File: config.mk
export PLATFORM = sky130hd
export DESIGN_NAME = chprog_engine
export DESIGN_NICKNAME = d
export VERILOG_FILES = /design/src/rtl/chp_pkg.sv /design/src/rtl/chp_word_asm.sv /design/src/rtl/chp_dev_hs.sv /design/src/rtl/chprog_engine.sv
export SDC_FILE = /design/constraint.sdc
export NUM_CORES = 1
export LEC_CHECK = 0
export ABC_AREA = 1
export BUFFER_PORTS_ARGS = -buffer_cell sky130_fd_sc_hd__clkbuf_2
export CAP_MARGIN = 20
export CORE_MARGIN = 5
export CORE_UTILIZATION = 45
export DETAILED_ROUTE_END_ITERATION = 16
export PLACE_DENSITY = 0.74
export SETUP_SLACK_MARGIN = 0.05
export SLEW_MARGIN = 20
export SYNTH_ARGS = -nofsm -noshare
export SYNTH_HDL_FRONTEND = slang
export SYNTH_SLANG_ARGS = --single-unit
File: constraint.sdc
create_clock -name clk -period 2.1 [get_ports clk]
set_input_delay 0.105 -clock clk [delete_from_list [all_inputs] [get_ports clk]]
set_output_delay 0.105 -clock clk [all_outputs]
set_load 0.005 [all_outputs]
File: src/rtl/chp_pkg.sv
package chp_pkg;

  localparam logic [7:0] OPC_OUT    = 8'h01;
  localparam logic [7:0] OPC_IN     = 8'h02;
  localparam logic [7:0] OPC_POS    = 8'h03;
  localparam logic [7:0] OPC_BRANCH = 8'h08;

  localparam int FLAG_CHAIN = 0;
  localparam int FLAG_SKIP  = 1;

  localparam logic [1:0] RES_OK     = 2'd0;
  localparam logic [1:0] RES_DEVERR = 2'd1;
  localparam logic [1:0] RES_BADOP  = 2'd2;

  typedef struct packed {
    logic [31:0] addr;
    logic [15:0] count;
    logic [7:0]  flags;
    logic [7:0]  opcode;
  } cmd_word_t;

  typedef enum logic [2:0] {
    S_IDLE,
    S_MREQ,
    S_MWAIT,
    S_MCAP,
    S_DECODE,
    S_HGO,
    S_HWAIT,
    S_NEXT
  } seq_state_e;

endpackage

File: src/rtl/chp_word_asm.sv
module chp_word_asm #(
  parameter int NBYTES = 8
) (
  input  logic                      clk,
  input  logic                      ld,
  input  logic [$clog2(NBYTES)-1:0] idx,
  input  logic [7:0]                din,
  output logic [NBYTES*8-1:0]       word
);

  localparam int IW = $clog2(NBYTES);

  for (genvar g = 0; g < NBYTES; g++) begin : g_lane
    logic [7:0] lane_q;
    always_ff @(posedge clk) begin
      if (ld && idx == IW'(g)) lane_q <= din;
    end
    assign word[g*8 +: 8] = lane_q;
  end

endmodule

File: src/rtl/chp_dev_hs.sv
module chp_dev_hs #(
  parameter int DW = 8,
  parameter int CW = 16
) (
  input  logic          clk,
  input  logic          rst,
  input  logic          go,
  input  logic [1:0]    op_in,
  input  logic [DW-1:0] wdata_in,
  input  logic [CW-1:0] arg_in,
  input  logic          dev_ack,
  input  logic [DW-1:0] dev_rdata,
  input  logic          dev_err,
  input  logic          dev_mod,
  output logic          dev_req,
  output logic [1:0]    dev_op,
  output logic [DW-1:0] dev_wdata,
  output logic [CW-1:0] dev_arg,
  output logic          done,
  output logic [DW-1:0] rdata,
  output logic          err,
  output logic          mod
);

  always_ff @(posedge clk) begin
    if (rst) begin
      dev_req   <= 1'b0;
      dev_op    <= 2'd0;
      dev_wdata <= '0;
      dev_arg   <= '0;
      done      <= 1'b0;
      rdata     <= '0;
      err       <= 1'b0;
      mod       <= 1'b0;
    end else begin
      done <= 1'b0;
      if (!dev_req) begin
        if (go) begin
          dev_req   <= 1'b1;
          dev_op    <= op_in;
          dev_wdata <= wdata_in;
          dev_arg   <= arg_in;
        end
      end else if (dev_ack) begin
        dev_req <= 1'b0;
        done    <= 1'b1;
        rdata   <= dev_rdata;
        err     <= dev_err;
        mod     <= dev_mod;
      end
    end
  end

  p_req_hold_r12: assert property (@(posedge clk) disable iff (rst)
    dev_req && !dev_ack |=> dev_req && $stable(dev_op) && $stable(dev_wdata) && $stable(dev_arg))
    else $error("request changed before acknowledge");

  p_req_drop_r12: assert property (@(posedge clk) disable iff (rst)
    dev_req && dev_ack |=> !dev_req)
    else $error("request stayed high after acknowledge");

  p_done_follows_ack_r12: assert property (@(posedge clk) disable iff (rst)
    done |-> $past(dev_req && dev_ack))
    else $error("completion without acknowledge");

endmodule

File: src/rtl/chprog_engine.sv
module chprog_engine
  import chp_pkg::*;
#(
  parameter int AW = 16
) (
  input  logic          clk,
  input  logic          rst,
  input  logic          start,
  input  logic [AW-1:0] prog_addr,
  output logic          busy,
  output logic          irq,
  output logic [1:0]    status,
  output logic          mem_en,
  output logic          mem_we,
  output logic [AW-1:0] mem_addr,
  output logic [7:0]    mem_wdata,
  input  logic [7:0]    mem_rdata,
  output logic          dev_req,
  output logic [1:0]    dev_op,
  output logic [7:0]    dev_wdata,
  output logic [15:0]   dev_arg,
  input  logic          dev_ack,
  input  logic [7:0]    dev_rdata,
  input  logic          dev_err,
  input  logic          dev_mod
);

  localparam int WORD_BYTES = 8;
  localparam int BIW        = $clog2(WORD_BYTES);
  localparam int CNT_W      = 16;
  localparam logic [AW-1:0] STEP_ONE = AW'(WORD_BYTES);
  localparam logic [AW-1:0] STEP_TWO = AW'(2 * WORD_BYTES);

  seq_state_e        st;
  logic [AW-1:0]     fptr;
  logic [AW-1:0]     dptr;
  logic [BIW-1:0]    bidx;
  logic [CNT_W-1:0]  remain;
  logic              mod_seen;
  logic              fetching;
  logic [7:0]        xbyte;

  logic [WORD_BYTES*8-1:0] word_raw;
  cmd_word_t               cw;
  logic                    hs_done;
  logic [7:0]              hs_rdata;
  logic                    hs_err;
  logic                    hs_mod;

  assign cw = cmd_word_t'(word_raw);

  chp_word_asm #(.NBYTES(WORD_BYTES)) u_asm (
    .clk  (clk),
    .ld   (st == S_MCAP && fetching),
    .idx  (bidx),
    .din  (mem_rdata),
    .word (word_raw)
  );

  chp_dev_hs #(.DW(8), .CW(CNT_W)) u_hs (
    .clk       (clk),
    .rst       (rst),
    .go        (st == S_HGO),
    .op_in     (cw.opcode[1:0]),
    .wdata_in  (xbyte),
    .arg_in    (cw.count),
    .dev_ack   (dev_ack),
    .dev_rdata (dev_rdata),
    .dev_err   (dev_err),
    .dev_mod   (dev_mod),
    .dev_req   (dev_req),
    .dev_op    (dev_op),
    .dev_wdata (dev_wdata),
    .dev_arg   (dev_arg),
    .done      (hs_done),
    .rdata     (hs_rdata),
    .err       (hs_err),
    .mod       (hs_mod)
  );

  if (AW < 32) begin : g_addr_hi
    logic addr_hi_unused;
    assign addr_hi_unused = ^cw.addr[31:AW];
  end
  logic flags_unused;
  assign flags_unused = ^cw.flags[7:2];

  always_ff @(posedge clk) begin
    if (rst) begin
      st        <= S_IDLE;
      busy      <= 1'b0;
      irq       <= 1'b0;
      status    <= RES_OK;
      mem_en    <= 1'b0;
      mem_we    <= 1'b0;
      mem_addr  <= '0;
      mem_wdata <= '0;
      fptr      <= '0;
      dptr      <= '0;
      bidx      <= '0;
      remain    <= '0;
      mod_seen  <= 1'b0;
      fetching  <= 1'b0;
      xbyte     <= '0;
    end else begin
      irq    <= 1'b0;
      mem_en <= 1'b0;
      mem_we <= 1'b0;
      case (st)
        S_IDLE: begin
          if (start) begin
            fptr     <= prog_addr;
            bidx     <= '0;
            fetching <= 1'b1;
            busy     <= 1'b1;
            st       <= S_MREQ;
          end
        end
        S_MREQ: begin
          mem_en   <= 1'b1;
          mem_addr <= fetching ? fptr + AW'(bidx) : dptr;
          st       <= S_MWAIT;
        end
        S_MWAIT: st <= S_MCAP;
        S_MCAP: begin
          if (fetching) begin
            if (bidx == BIW'(WORD_BYTES - 1)) begin
              st <= S_DECODE;
            end else begin
              bidx <= bidx + 1'b1;
              st   <= S_MREQ;
            end
          end else begin
            xbyte <= mem_rdata;
            st    <= S_HGO;
          end
        end
        S_DECODE: begin
          fetching <= 1'b0;
          mod_seen <= 1'b0;
          dptr     <= cw.addr[AW-1:0];
          remain   <= cw.count;
          case (cw.opcode)
            OPC_BRANCH: begin
              fptr <= cw.addr[AW-1:0];
              st   <= S_NEXT;
            end
            OPC_OUT: st <= (cw.count == '0) ? S_NEXT : S_MREQ;
            OPC_IN:  st <= (cw.count == '0) ? S_NEXT : S_HGO;
            OPC_POS: st <= S_HGO;
            default: begin
              status <= RES_BADOP;
              irq    <= 1'b1;
              busy   <= 1'b0;
              st     <= S_IDLE;
            end
          endcase
        end
        S_HGO: st <= S_HWAIT;
        S_HWAIT: begin
          if (hs_done) begin
            if (hs_err) begin
              status <= RES_DEVERR;
              irq    <= 1'b1;
              busy   <= 1'b0;
              st     <= S_IDLE;
            end else begin
              mod_seen <= mod_seen | hs_mod;
              if (cw.opcode == OPC_POS) begin
                st <= S_NEXT;
              end else begin
                if (cw.opcode == OPC_IN) begin
                  mem_en    <= 1'b1;
                  mem_we    <= 1'b1;
                  mem_addr  <= dptr;
                  mem_wdata <= hs_rdata;
                end
                dptr   <= dptr + 1'b1;
                remain <= remain - 1'b1;
                if (remain == CNT_W'(1)) st <= S_NEXT;
                else st <= (cw.opcode == OPC_IN) ? S_HGO : S_MREQ;
              end
            end
          end
        end
        S_NEXT: begin
          if (!cw.flags[FLAG_CHAIN]) begin
            status <= RES_OK;
            irq    <= 1'b1;
            busy   <= 1'b0;
            st     <= S_IDLE;
          end else begin
            if (cw.opcode != OPC_BRANCH)
              fptr <= fptr + ((cw.flags[FLAG_SKIP] && mod_seen) ? STEP_TWO : STEP_ONE);
            bidx     <= '0;
            fetching <= 1'b1;
            st       <= S_MREQ;
          end
        end
        default: st <= S_IDLE;
      endcase
    end
  end

  p_idle_quiet_r1: assert property (@(posedge clk) disable iff (rst)
    !busy |-> !mem_en && !dev_req)
    else $error("activity while idle");

  p_fetch_after_start_r1: assert property (@(posedge clk) disable iff (rst)
    $rose(busy) |=> mem_en && !mem_we)
    else $error("no fetch after start");

  p_irq_pulse_r7: assert property (@(posedge clk) disable iff (rst)
    irq |=> !irq)
    else $error("completion pulse longer than one cycle");

  p_irq_not_busy_r7: assert property (@(posedge clk) disable iff (rst)
    irq |-> !busy)
    else $error("busy still high at completion");

  p_no_mem_during_req_r12: assert property (@(posedge clk) disable iff (rst)
    dev_req |-> !mem_en)
    else $error("memory access during device request");

endmodule

# After elaboration in Yosys (flattened, before gate mapping)
# Index checks and enable logic that the tools add are counted.
op_classes:
  n_mux: 68
  reduce_logical: 33
  addsub: 5
  eq_ne: 32
  div: 0
  mul: 0
  bitwise: 6
  n_shift: 0
  order_cmp: 0
op_table:
  columns: ["cell", "count"]
  rows:
  - ["$mux W16", 15]
  - ["$pmux W16 S2", 3]
  - ["$pmux W16 S3", 1]
  - ["$mux W3", 13]
  - ["$reduce_and A5 Y1", 5]
  - ["$pmux W3 S8", 1]
  - ["$eq A3 B3 Y1 const B", 7]
  - ["$mux W1", 21]
  - ["$ne A2 B2 Y1 const B", 10]
  - ["$add A16 B1 Y16 const B", 1]
  - ["$add A16 B3 Y16", 1]
  - ["$add A16 B5 Y16", 1]
  - ["$eq A16 B1 Y1 const B", 1]
  - ["$eq A8 B2 Y1 const B", 2]
  - ["$logic_not A16 Y1", 1]
  - ["$sub A16 B1 Y16 const B", 1]
  - ["$eq A3 B2 Y1 const B", 4]
  - ["$pmux W3 S4", 1]
  - ["$mux W2", 5]
  - ["$pmux W3 S3", 1]
  - ["$reduce_bool A3 Y1", 3]
  - ["$eq A8 B1 Y1 const B", 1]
  - ["$eq A8 B4 Y1 const B", 1]
  - ["$logic_and A1 B1 Y1", 8]
  - ["20 further kinds", 36]
totals:
  romBits: 0
  word_cells: 173
  n_memories: 0
  output_inout_bits: 57
  latch_bits: 0
  ff_bits: 174
  mem_bits_rw: 0

# Depth between registers and ports, before layout
# Gate-level depths: netlist of the first run.
logic_depth:
  word_depth: 7
  depth_mapped: 12

# Cells and area by module
# From an unflattened synthesis of the first run, not the netlist that was laid out.
unflattened:
  cells_unflattened: 1330
  area_unflattened_um2: 9547.9
by_module_without_submodules:
  columns: ["mod", "instances", "area_each_um2", "seq_area_each_um2", "cells_each"]
  rows:
  - ["chprog_engine", 1, 6042.0, 1881.8, 1031]
  - ["chp_word_asm", 1, 1985.7, 1921.8, 81]
  - ["chp_dev_hs", 1, 1520.2, 760.7, 218]

# Worst setup path before layout of the first run
# Ideal clock, no wire load.
synth_timing:
  path_kind: "reg2reg"
  start: "register st[1]"
  end: "register u_asm.g_lane[0].lane_q[0], enable pin"
  setup_time_ns: 0.383
  arrival_time_ns: 1.504
  required_time_ns: 1.717
  synth_period_minus_slack_ns: 1.888
  setup_slack_ns: 0.212
  stages_incl_launch_ff: 5
  cell_sequence: "dfxtp_1 nand2_1 nor2_1 nand2_1 nor3_1"
synth_via:
  elab_chain_cells: 3
synth_rtl:
  columns: ["element", "line", "text"]
  rows:
  - ["start, declared", "chprog_engine.sv:34", "seq_state_e st;"]
  - ["start signal, assigned", "chprog_engine.sv:148", "OPC_OUT: st <= (cw.count == '0) ? S_NEXT : S_MREQ;"]
  - ["start signal, assigned", "chprog_engine.sv:149", "OPC_IN: st <= (cw.count == '0) ? S_NEXT : S_HGO;"]
  - ["start signal, assigned", "chprog_engine.sv:181", "else st <= (cw.opcode == OPC_IN) ? S_HGO : S_MREQ;"]
  - ["$eq A3 B2 Y1", "chprog_engine.sv:54", ".ld (st == S_MCAP && fetching),"]
  - ["$logic_and A1 B1 Y1", "chprog_engine.sv:54", null]
  - ["$logic_and A1 B1 Y1", "chp_word_asm.sv:16", "if (ld && idx == IW'(g)) lane_q <= din;"]
  - ["end signal, assigned", "chp_word_asm.sv:16", null]
  - ["end, declared", "chp_word_asm.sv:14", "logic [7:0] lane_q;"]
# No other way between the ends.
# A chain may end at the register's enable or synchronous reset.

# Worst setup path in the final report of the first run
layout_timing:
  start: "register bidx[0]"
  end: "register mem_addr[14]"
layout_via:
  elab_chain_cells: 3
layout_rtl:
  columns: ["element", "line", "text"]
  rows:
  - ["start, declared", "chprog_engine.sv:37", "logic [BIW-1:0] bidx;"]
  - ["start signal, assigned", "chprog_engine.sv:130", "bidx <= bidx + 1'b1;"]
  - ["$add A16 B3 Y16", "chprog_engine.sv:121", "mem_addr <= fetching ? fptr + AW'(bidx) : dptr;"]
  - ["$mux W16", "chprog_engine.sv:121", null]
  - ["$pmux W16 S2", "chprog_engine.sv:109", "case (st)"]
  - ["end signal, assigned", "chprog_engine.sv:121", null]
  - ["end signal, assigned", "chprog_engine.sv:175", "mem_addr <= dptr;"]
  - ["end, declared", "chprog_engine.sv:15", "output logic [AW-1:0] mem_addr,"]
# No other way between the ends.

==> results of run 1 <==
==> critical path: stages, from the launching register on <==
cell and delay, ns:
dfxtp_1 0.37, ha_1 0.24, fa_1 0.39, nand2_1 0.12, nand2_2 0.09, nand2_2 0.11, inv_1 0.06, nand4_1 0.07
nand3_1 0.12, nand3_1 0.12, a21oi_1 0.06
==> logic make-up (layout without fill, tap and decap cells) <==
group / count (synthesis) / count (layout) / share of synthesized area, %
buffers and inverters: 158 / 295 / 7.48
adder cells (fa/ha/maj): 16 / 16 / 2.51
XOR/XNOR: 4 / 4 / 0.409
flip-flops: 174 / 174 / 45.6
AO/OA/AOI/OAI: 225 / 225 / 13.9
AND/OR/NAND/NOR: 608 / 608 / 30.1
==> worst paths after layout <==
kind	startpoint	end	slack, ns	cells after the start
min	prog_addr[8]	fptr[8]	0.004	5
max reg2reg	bidx[0]	mem_addr[14]	0.21	10
max	bidx[0]	mem_addr[14]	0.21	10
min reg2reg	busy	busy	0.45	2
==> Yosys cell counts, types with 11 or more instances <==
library cell | count | area share, %
a21oi_1 | 78 | 4.6
buf_2 | 11 | 0.64
or2_2 | 13 | 0.95
nor2_1 | 219 | 9.6
edfxtp_1 | 42 | 15
o21ai_0 | 122 | 7.1
clkbuf_1 | 25 | 1.1
dfxtp_1 | 132 | 31
nand2_1 | 240 | 11
inv_1 | 103 | 4.5
ha_1 | 14 | 2.0
nor3_1 | 12 | 0.70
nand3_1 | 91 | 5.3
nand4_1 | 11 | 0.80
==> registers in the layout, summed over array words and instances (netlist names), 3 cells and up <==
register	cells
remain	16
st	3
bidx	3
u_hs.dev_arg	16
u_hs.dev_wdata	8
mem_addr	16
mem_wdata	8
fptr	16
xbyte	8
u_hs.rdata	8
u_asm.g_lane.lane_q	42
dptr	16
==> stage by stage <==
stage | utilization [%] | cell area, µm² | worst slack [ns] | power (µW) | std cells
after global placement | 50.2 | 9400 | 0.210 | 5140 | 1503
after floorplan | - | 8560 | 0.212 | 4710 | 1185
final | 54.5 | 10200 | 0.215 | 8310 | 1556
after global routing | 54.5 | 10200 | 0.0114 | 8720 | 1556
after detailed placement | 50.2 | 9400 | 0.210 | 5170 | 1503
after CTS | 54.4 | 10200 | 0.185 | 8340 | 1554
==> power by group through the flow <==
stage / clock (µW) / combinational, µW / sequential [µW]
after floorplan: 0 / 876 / 3830
after CTS: 3220 / 1330 / 3800
after global placement: 0 / 1270 / 3870
after detailed placement: 0 / 1290 / 3870
final: 3160 / 1340 / 3800
after global routing: 3380 / 1510 / 3830
==> routing by layer <==
metal | vias up | global-route usage, % | share of wire, %
li1 | 4133 | - | -
met1 | 3814 | 28.8 | 44
met2 | 273 | 36.2 | 48
met3 | 40 | 4.23 | 5.9
met4 | 0 | 6.42 | 2.3
met5 | - | 0 | 0
==> layout make-up <==
cell class                 count  area, µm²  area share [%]
multi-input combinational    853       4030            39.5
sequential                   174       3900            38.3
timing repair buffer         149        956            9.37
inverter                     114        430            4.22
clock buffer                  18        429            4.21
tap                          234        293            2.87
clock inverter                14        163            1.59
==> repair_timing <==
action | 4_1_cts | 5_1_grt
hold buffers | 19 | 0
gates resized for setup | 0 | 5
hold endpoints to repair | 34 | 0
setup buffers | 0 | 2
endpoints found under the setup margin | 0 | 11
==> impl_metrics.yaml, run 1 <==
floorplan:
  die_area_um2: 21900
  ios: 95
  start_util_pct: 45.8
  core_um2: 18700
  dieWidth_um: 148
  die_h_um: 148
  row_count: 50
power:
  p_sw_share_pct: 31.0
  power.leakage_uw: 0.00445
  seq_power_share_pct: 45.8
  comb_power_share_pct: 16.1
  intPower_uw: 5730
  power_density_nw_per_um2: 814
  worst_ir_drop_vdd_mv: 0.641
  clock_power_share_pct: 38.1
  p_sw_uw: 2580
worst_hold_path:
  hp-class: "in -> reg"
cts:
  path_clk_slew_ns: 0.07
  cts-root-buf: "clkbuf_16"
  numCtsBuffers: 17
  clk_latency_ns: 0.44
  cts_sinks: 174
  clockBufferDepth: 2
  htreeDepth: 4
  cts_tree: "done"
setup_path:
  start_kind: "flop"
  critPathKind: "reg -> reg"
  worst_ep_required_time_ns: 2.41
  worst_ep_arrival_time_ns: 2.19
  critPathCaptureType: "flop"
  cp_max_fo: 5
timing:
  fin_crit_sh_pct: 89.8
  hold_ws_ns: 0.00372
  rsz0062_at_grt: "yes"
  maxSlewHeadroom_pct: 50.6
  fmax_mhz: 530
  tightest_slew_ns: 0.740
  drv_slew: 0
  report.final.setup_viol: 0
  fin_skew_ns: 0.0112
  finalHoldViolCount: 0
  min_period_ns: 1.89
  fin_setup_tns_ns: 0
final_layout:
  area_growth_pct: 19.2
  layout_commonest_cell: "nand2_1"
  antenna_cells: 0
  nets: 1363
  layout_common_cells: "238 x nand2_1, 217 x nor2_1, 132 x dfxtp_1"
  fillers: 1747
  drive_gt1_share_pct: 15.4
synthesis:
  syn_inst: 1185
  ys_seq_area_share_pct: 45.6
  synth-async-reset-ratio_pct: 0
  ys_types: 41
  syn_nets: 1239
  syn_area_um2: 8560
  synth-edff-count: 42
  synth_warnings: 0
  synth-main-ff-cell: "dfxtp_1"
  ys_seq_elements: 174
  avgSynthCellArea_um2: 7.23
place:
  dp_hpwl_mm: 17.0
  port_buffers: 94
  gp_congestion: 0.927
global_routing:
  grt_pass1_wl_mm: 38.6
  grt_max_degree: 44
  grt_usage_pct: 21.7
  grt.overflow.total: 0
  grt_antenna_before_repair: 0
  grt_pass1_vias: 7680
drt:
  num_vias: 8260
  drt_first_pass_iters: 6
  drc: 0
  drt_iter0_markers: 682
  viasPerCell: 5.31
  finalWirelength_mm: 23.6
  postRouteAntennaNets: 0
  wl_per_cell_um: 15.2
outcome:
  status: "completed"
job:
  cap_violations: 0
No activity file was read; power rests on OpenSTA's default activity.
==> run 2: changes to the inputs <==
--- a/config.mk
+++ b/config.mk
@@ -11,7 +11,8 @@
 export CORE_MARGIN = 5
 export CORE_UTILIZATION = 45
 export DETAILED_ROUTE_END_ITERATION = 16
-export PLACE_DENSITY = 0.74
+export HOLD_SLACK_MARGIN = 0.05
+export PLACE_DENSITY_LB_ADDON = 0.2
 export SETUP_SLACK_MARGIN = 0.05
 export SLEW_MARGIN = 20
 export SYNTH_ARGS = -nofsm -noshare
==> run 2 against run 1 <==
Compared with the run above: design area grew 0.92%; register-to-register slack about the same; maximum frequency grew 0.15%; clock power is 1% lower; critical path depth grew 1; count of clock-buffer cells in the layout increased by 2; sequential cell count stayed put; routed wire length decreased by 0.14%; global-route usage grew 0.26 points; sequential power about the same; core utilization rose by 0.50 points; die area did not move.
==> impl_metrics.yaml, run 2 (synthesis gave the netlist of run 1 again) <==
cts:
  clockBufferDepth: 2
  cts_tree: "done"
  clk_latency_ns: 0.44
  htreeDepth: 4
  path_clk_slew_ns: 0.07
  cts_sinks: 174
  postCtsSetupRepairBufs: 0
  numCtsBuffers: 17
  cts-root-buf: "clkbuf_16"
place:
  port_buffers: 94
  gp_congestion: 0.955
  dp_hpwl_mm: 17.2
  place_ws_ns: 0.144
worst_hold_path:
  hp-class: "in -> reg"
global_routing:
  grt_pass1_vias: 7702
  grt_antenna_before_repair: 0
  grt_usage_pct: 22.0
  grt_max_degree: 46
  grt_pass1_wl_mm: 39.0
  grt.overflow.total: 0
final_layout:
  drive_gt1_share_pct: 15.0
  nets: 1369
  largest_reg_flops: 42
  layout_commonest_cell: "nand2_1"
  top_register: "u_asm.g_lane.lane_q"
  utilization_pct: 55.0
  layout_common_cells: "239 x nand2_1, 218 x nor2_1, 132 x dfxtp_1"
  area_growth_pct: 20.3
power:
  power_uw: 8290
  power_density_nw_per_um2: 805
  worst_ir_drop_vdd_mv: 0.558
  power.leakage_uw: 0.00448
timing:
  rsz0062_at_grt: "no"
  setup_slack_ns: 0.218
  fin_crit_sh_pct: 89.6
  maxSlewHeadroom_pct: 51.4
  fin_skew_ns: 0.0141
  drv_slew: 0
  hold_ws_ns: 0.0686
  finalHoldViolCount: 0
  min_period_ns: 1.88
  tightest_slew_ns: 0.728
  report.final.setup_viol: 0
  fmax_mhz: 531
  fin_setup_tns_ns: 0
setup_path:
  critPathKind: "reg -> reg"
  worst_ep_arrival_time_ns: 2.24
  worst_ep_required_time_ns: 2.46
  cp_max_fo: 5
  r2r_setup_slack_ns: 0.22
  start_kind: "flop"
  critPathCaptureType: "flop"
floorplan:
  core_um2: 18700
  dieWidth_um: 148
  row_count: 50
  start_util_pct: 45.8
  ios: 95
  die_area_um2: 21900
  die_h_um: 148
drt:
  finalWirelength_mm: 23.6
  drt_iter0_markers: 695
  postRouteAntennaNets: 0
  drt_first_pass_iters: 5
  wl_per_cell_um: 15.1
  num_vias: 8103
  viasPerCell: 5.18
  drc: 0
job:
  cap_violations: 0
outcome:
  status: "completed"
-- run 2: cell count changes in the layout (fill, tap and decap cells not counted), sizes merged --
cell         before  now
diode             0    1
clkinvlp          0    1
clkinv            6    7
dlygate4sd3      19   30
buf              36   31
clkbuf          112  114
inv             122  118
-- run 2: power by group --
part | switching (µW) | total [µW] | internal (µW)
Clock | 1400 | 3120 | 1710
Combinational | 836 | 1360 | 528
Sequential | 185 | 3810 | 3620
-- run 2: layout make-up --
type	instances	area, µm²
antenna	1	2.50
sequential	174	3900
inverter	114	430
timing repair buffer	155	1050
tap	234	293
clock buffer	20	489
multi-input combinational	853	4030
fill	1825	8410
clock inverter	12	96.3
-- run 2: repair_timing --
item | in CTS | in global routing
endpoints found under the setup margin | 0 | 4
hold buffers | 30 | 0
endpoints found under the hold margin | 66 | 0
resized for setup | 0 | 5
-- run 2: worst paths after layout --
kind                       from      endpoint  depth (start not counted)
setup / recovery        bidx[0]  mem_addr[12]                         11
setup reg to reg        bidx[0]  mem_addr[12]                         11
hold / removal    prog_addr[13]      fptr[13]                          5
hold reg to reg            busy          busy                          2
-- run 2: layer usage --
metal	up-vias	global-route usage, %	part of all wire (%)
li1	4136	-	-
met5	-	0	0
met1	3699	30.3	47
met4	0	7.71	2.3
met2	227	35.6	46
met3	41	2.88	4.8
-- run 2: through the flow --
stage | instances | instance area, µm²
after floorplan | 1185 | 8560
after global placement | 1500 | 9400
after detailed placement | 1500 | 9400
after CTS | 1562 | 10300
after global routing | 1562 | 10300
final | 1563 | 10300
-- run 2: critical path: stages (launching register included) --
cell     delay (ns)
dfxtp_1        0.35
ha_1           0.22
fa_1           0.40
nand2_1        0.11
nand2_1        0.10
nand2_1        0.17
nor2_1         0.11
nand2_1        0.07
nand2_1        0.04
nand3_1        0.07
nand2_1        0.05
a21oi_1        0.12
==> run 3: changes to the inputs <==
--- a/config.mk
+++ b/config.mk
@@ -5,7 +5,6 @@
 export SDC_FILE = /design/constraint.sdc
 export NUM_CORES = 1
 export LEC_CHECK = 0
-export ABC_AREA = 1
 export BUFFER_PORTS_ARGS = -buffer_cell sky130_fd_sc_hd__clkbuf_2
 export CAP_MARGIN = 20
 export CORE_MARGIN = 5
==> run 3 against run 2 <==
Compared with the run above: core utilization grew 4.1 points; largest cell class unchanged; critical path type unchanged; setup slack lost 0.22 ns; sequential power shrank 5%; cell count shrank 12%; clock power grew 3%; highest routed layer is now met5; the run now ends with setup timing left; count of clock-buffer cells in the layout shrank 3; global-route usage grew 1.4 points; synthesized area shrank 2.3%; synthesized cell count shrank 18%; via count shrank 0.49%; first-iteration DRC count grew 30%; critical endpoint is now fptr[11].
==> impl_metrics.yaml, run 3 <==
final_layout:
  top_register: "u_asm.g_lane.lane_q"
  layout_commonest_cell: "nand2_1"
  drive_gt1_share_pct: 24.2
  layout_common_cells: "185 x nand2_1, 131 x dfxtp_1, 105 x a21oi_1"
  antenna_cells: 0
  area_growth_pct: 28.2
  nets: 1185
  largest_reg_flops: 42
  instances_no_fill: 1373
  utilization_pct: 59.1
cts:
  htreeDepth: 4
  cts_sinks: 174
  cts-root-buf: "clkbuf_16"
  numCtsBuffers: 17
  cts_tree: "done"
  clockBufferDepth: 2
  path_clk_slew_ns: 0.07
  clk_latency_ns: 0.44
timing:
  rsz0062_at_grt: "yes"
  tightest_slew_ns: 0.701
  fmax_mhz: 475
  min_period_ns: 2.11
  setup_slack_ns: -0.00703
  finalHoldViolCount: 0
  fin_crit_sh_pct: 100
  fin_skew_ns: 0.00910
  maxSlewHeadroom_pct: 53.1
  drv_slew: 0
  report.final.setup_viol: 1
  hold_ws_ns: 0.0676
setup_path:
  critPathCaptureType: "flop"
  r2r_cells: 6
  worst_ep_required_time_ns: 2.43
  cp_top_family: "simple AND/OR/NAND/NOR gates"
  path_cells: "or4_4, or3_4, o211ai_4, buf_6, a21oi_2, o21a_1"
  crit_buf_inv: 1
  crit_slowest_cell: "or4_4"
  path_depth: 6
  worst_ep_arrival_time_ns: 2.44
  cp_max_fo: 6
  start_kind: "flop"
  r2r_setup_slack_ns: -0.007
  critPathKind: "reg -> reg"
  r2r_end: "fptr[11]"
  critPathMaxStageDelay_ns: 0.61
  r2r-start: "u_asm.g_lane[0].lane_q[4]"
drt:
  met3_length_mm: 1.72
  postRouteAntennaNets: 0
  wl_met1_mm: 11.4
  finalWirelength_mm: 25.6
  drc: 0
  drt_iter0_markers: 904
  drt_first_pass_iters: 5
  met2WireLength_mm: 11.8
  viasPerCell: 5.87
  top_layer: "met5"
  wl_per_cell_um: 18.7
  num_vias: 8063
global_routing:
  grt_pass1_vias: 7253
  grt_pass1_wl_mm: 39.9
  grt.overflow.total: 0
  grt_max_degree: 78
  grt_usage_pct: 23.3
  grt_antenna_before_repair: 1
power:
  clock_power_share_pct: 40.8
  p_sw_uw: 2180
  intPower_uw: 5680
  power_uw: 7860
  worst_ir_drop_vdd_mv: 0.583
  power_density_nw_per_um2: 733
  power.leakage_uw: 0.00397
  p_sw_share_pct: 27.8
  comb_power_share_pct: 13.1
  seq_power_share_pct: 46.1
synthesis:
  syn_area_um2: 8370
  ys_types: 71
  synth_warnings: 0
  syn_nets: 1023
  ys_seq_area_share_pct: 46.7
  synth-simple-area-share_pct: 21.6
  synthAdderAreaFrac_pct: 2.57
  avgSynthCellArea_um2: 8.63
  yosys.area.top_type: "dfxtp_1"
  synth_area_leaders: "dfxtp_1 32%, edfxtp_1 15%, nand2_1 8.3%, a21oi_1 6.8%, nor2_1 2.7%"
  synth_top_family_by_area: "compound AO/OA/AOI/OAI gates"
  synthTopCellsByCount: "186 x nand2_1, 132 x dfxtp_1, 114 x a21oi_1, 61 x nor2_1, 48 x clkbuf_1"
  synth.mux.area_fraction_pct: 0.239
  synth-main-ff-cell: "dfxtp_1"
  synth_compound_area_share_pct: 23.1
  synth_top_area_share_pct: 31.6
  synth_xor_area_share_pct: 1.26
  syn_inst: 969
  synth.most_common_cell: "nand2_1"
  ys_seq_elements: 174
  synth-async-reset-ratio_pct: 0
  synth-edff-count: 42
place:
  port_buffers: 94
  gp_congestion: 0.904
  dp_hpwl_mm: 18.0
  post-place-cells: 1303
outcome:
  violations: "setup timing"
  status: "finished with violations"
worst_hold_path:
  hold_start: "prog_addr[7]"
  whs_path_depth: 3
  hp-class: "in -> reg"
  whs_endpoint: "fptr[7]"
floorplan:
  ios: 95
  row_count: 49
  core_um2: 18100
  start_util_pct: 46.1
  die_h_um: 146
  dieWidth_um: 146
  die_area_um2: 21400
job:
  cap_violations: 0
==> run 3: power groups by stage <==
| stage | logic, µW | registers (µW) | clock network (µW) |
|---|---|---|---|
| final | 1030 | 3620 | 3210 |
| after global routing | 1120 | 3630 | 3400 |
| after CTS | 949 | 3620 | 3260 |
| after detailed placement | 876 | 3690 | 0 |
| after global placement | 866 | 3690 | 0 |
| after floorplan | 547 | 3650 | 0 |
==> run 3: worst max path at each step <==
stage | end | startpoint
after global placement | fptr[14] | u_asm.g_lane[0].lane_q[5]
after detailed placement | fptr[12] | u_asm.g_lane[0].lane_q[5]
after global routing | mem_addr[6] | u_asm.g_lane[0].lane_q[6]
final | fptr[11] | u_asm.g_lane[0].lane_q[4]
after floorplan | fptr[13] | u_asm.g_lane[1].lane_q[1]
after CTS | fptr[11] | u_asm.g_lane[0].lane_q[6]
==> run 3: routing by layer <==
metal	up-vias	global-route usage (%)
li1	3847	-
met1	3856	33.2
met2	304	35.9
met3	54	4.34
met4	2	7.48
met5	-	0
==> run 3: worst reg2reg max path: stages, from the launching register on <==
cell,delay (ns)
edfxtp_1,0.37
or4_4,0.61
or3_4,0.39
o211ai_4,0.26
buf_6,0.18
a21oi_2,0.04
o21a_1,0.17
==> run 3: cell families (layout without fill, tap and decap cells) <==
| family | Yosys count | after routing |
|---|---|---|
| compound gates | 289 | 292 |
| simple gates | 389 | 389 |
| flops | 174 | 174 |
| xor+xnor | 12 | 12 |
| fa+ha+maj | 16 | 16 |
| mux | 2 | 2 |
| buf+inv | 87 | 259 |
==> run 3: final cells by class <==
cell class	count	area, µm²
fillers	1610	7420
multi-input cells	711	4360
flip-flops and latches	174	3910
repair buffers	208	1510
clock buffers	17	425
well taps	229	287
clock inverters	15	170
inverters	19	71.3
==> run 3: per-stage QoR <==
step / TNS (ns) / setup WS (ns) / instance area [µm²]
after CTS: 0 / 0.000196 / 10500
final: -0.00703 / -0.00703 / 10700
after detailed placement: -0.557 / -0.0769 / 9490
after global placement: 0 / 0.00284 / 9490
after floorplan: 0 / 0.0637 / 8370
after global routing: -1.21 / -0.0795 / 10700
==> run 3: timing repair <==
| action | 4_1_cts | 5_1_grt |
|---|---|---|
| resized for setup | 16 | 46 |
| setup buffers | 2 | 6 |
| hold endpoints to repair | 67 | 0 |
| pin swaps | 11 | 28 |
| hold buffers | 25 | 0 |
| gates cloned | 4 | 1 |
| endpoints found under the setup margin | 50 | 64 |
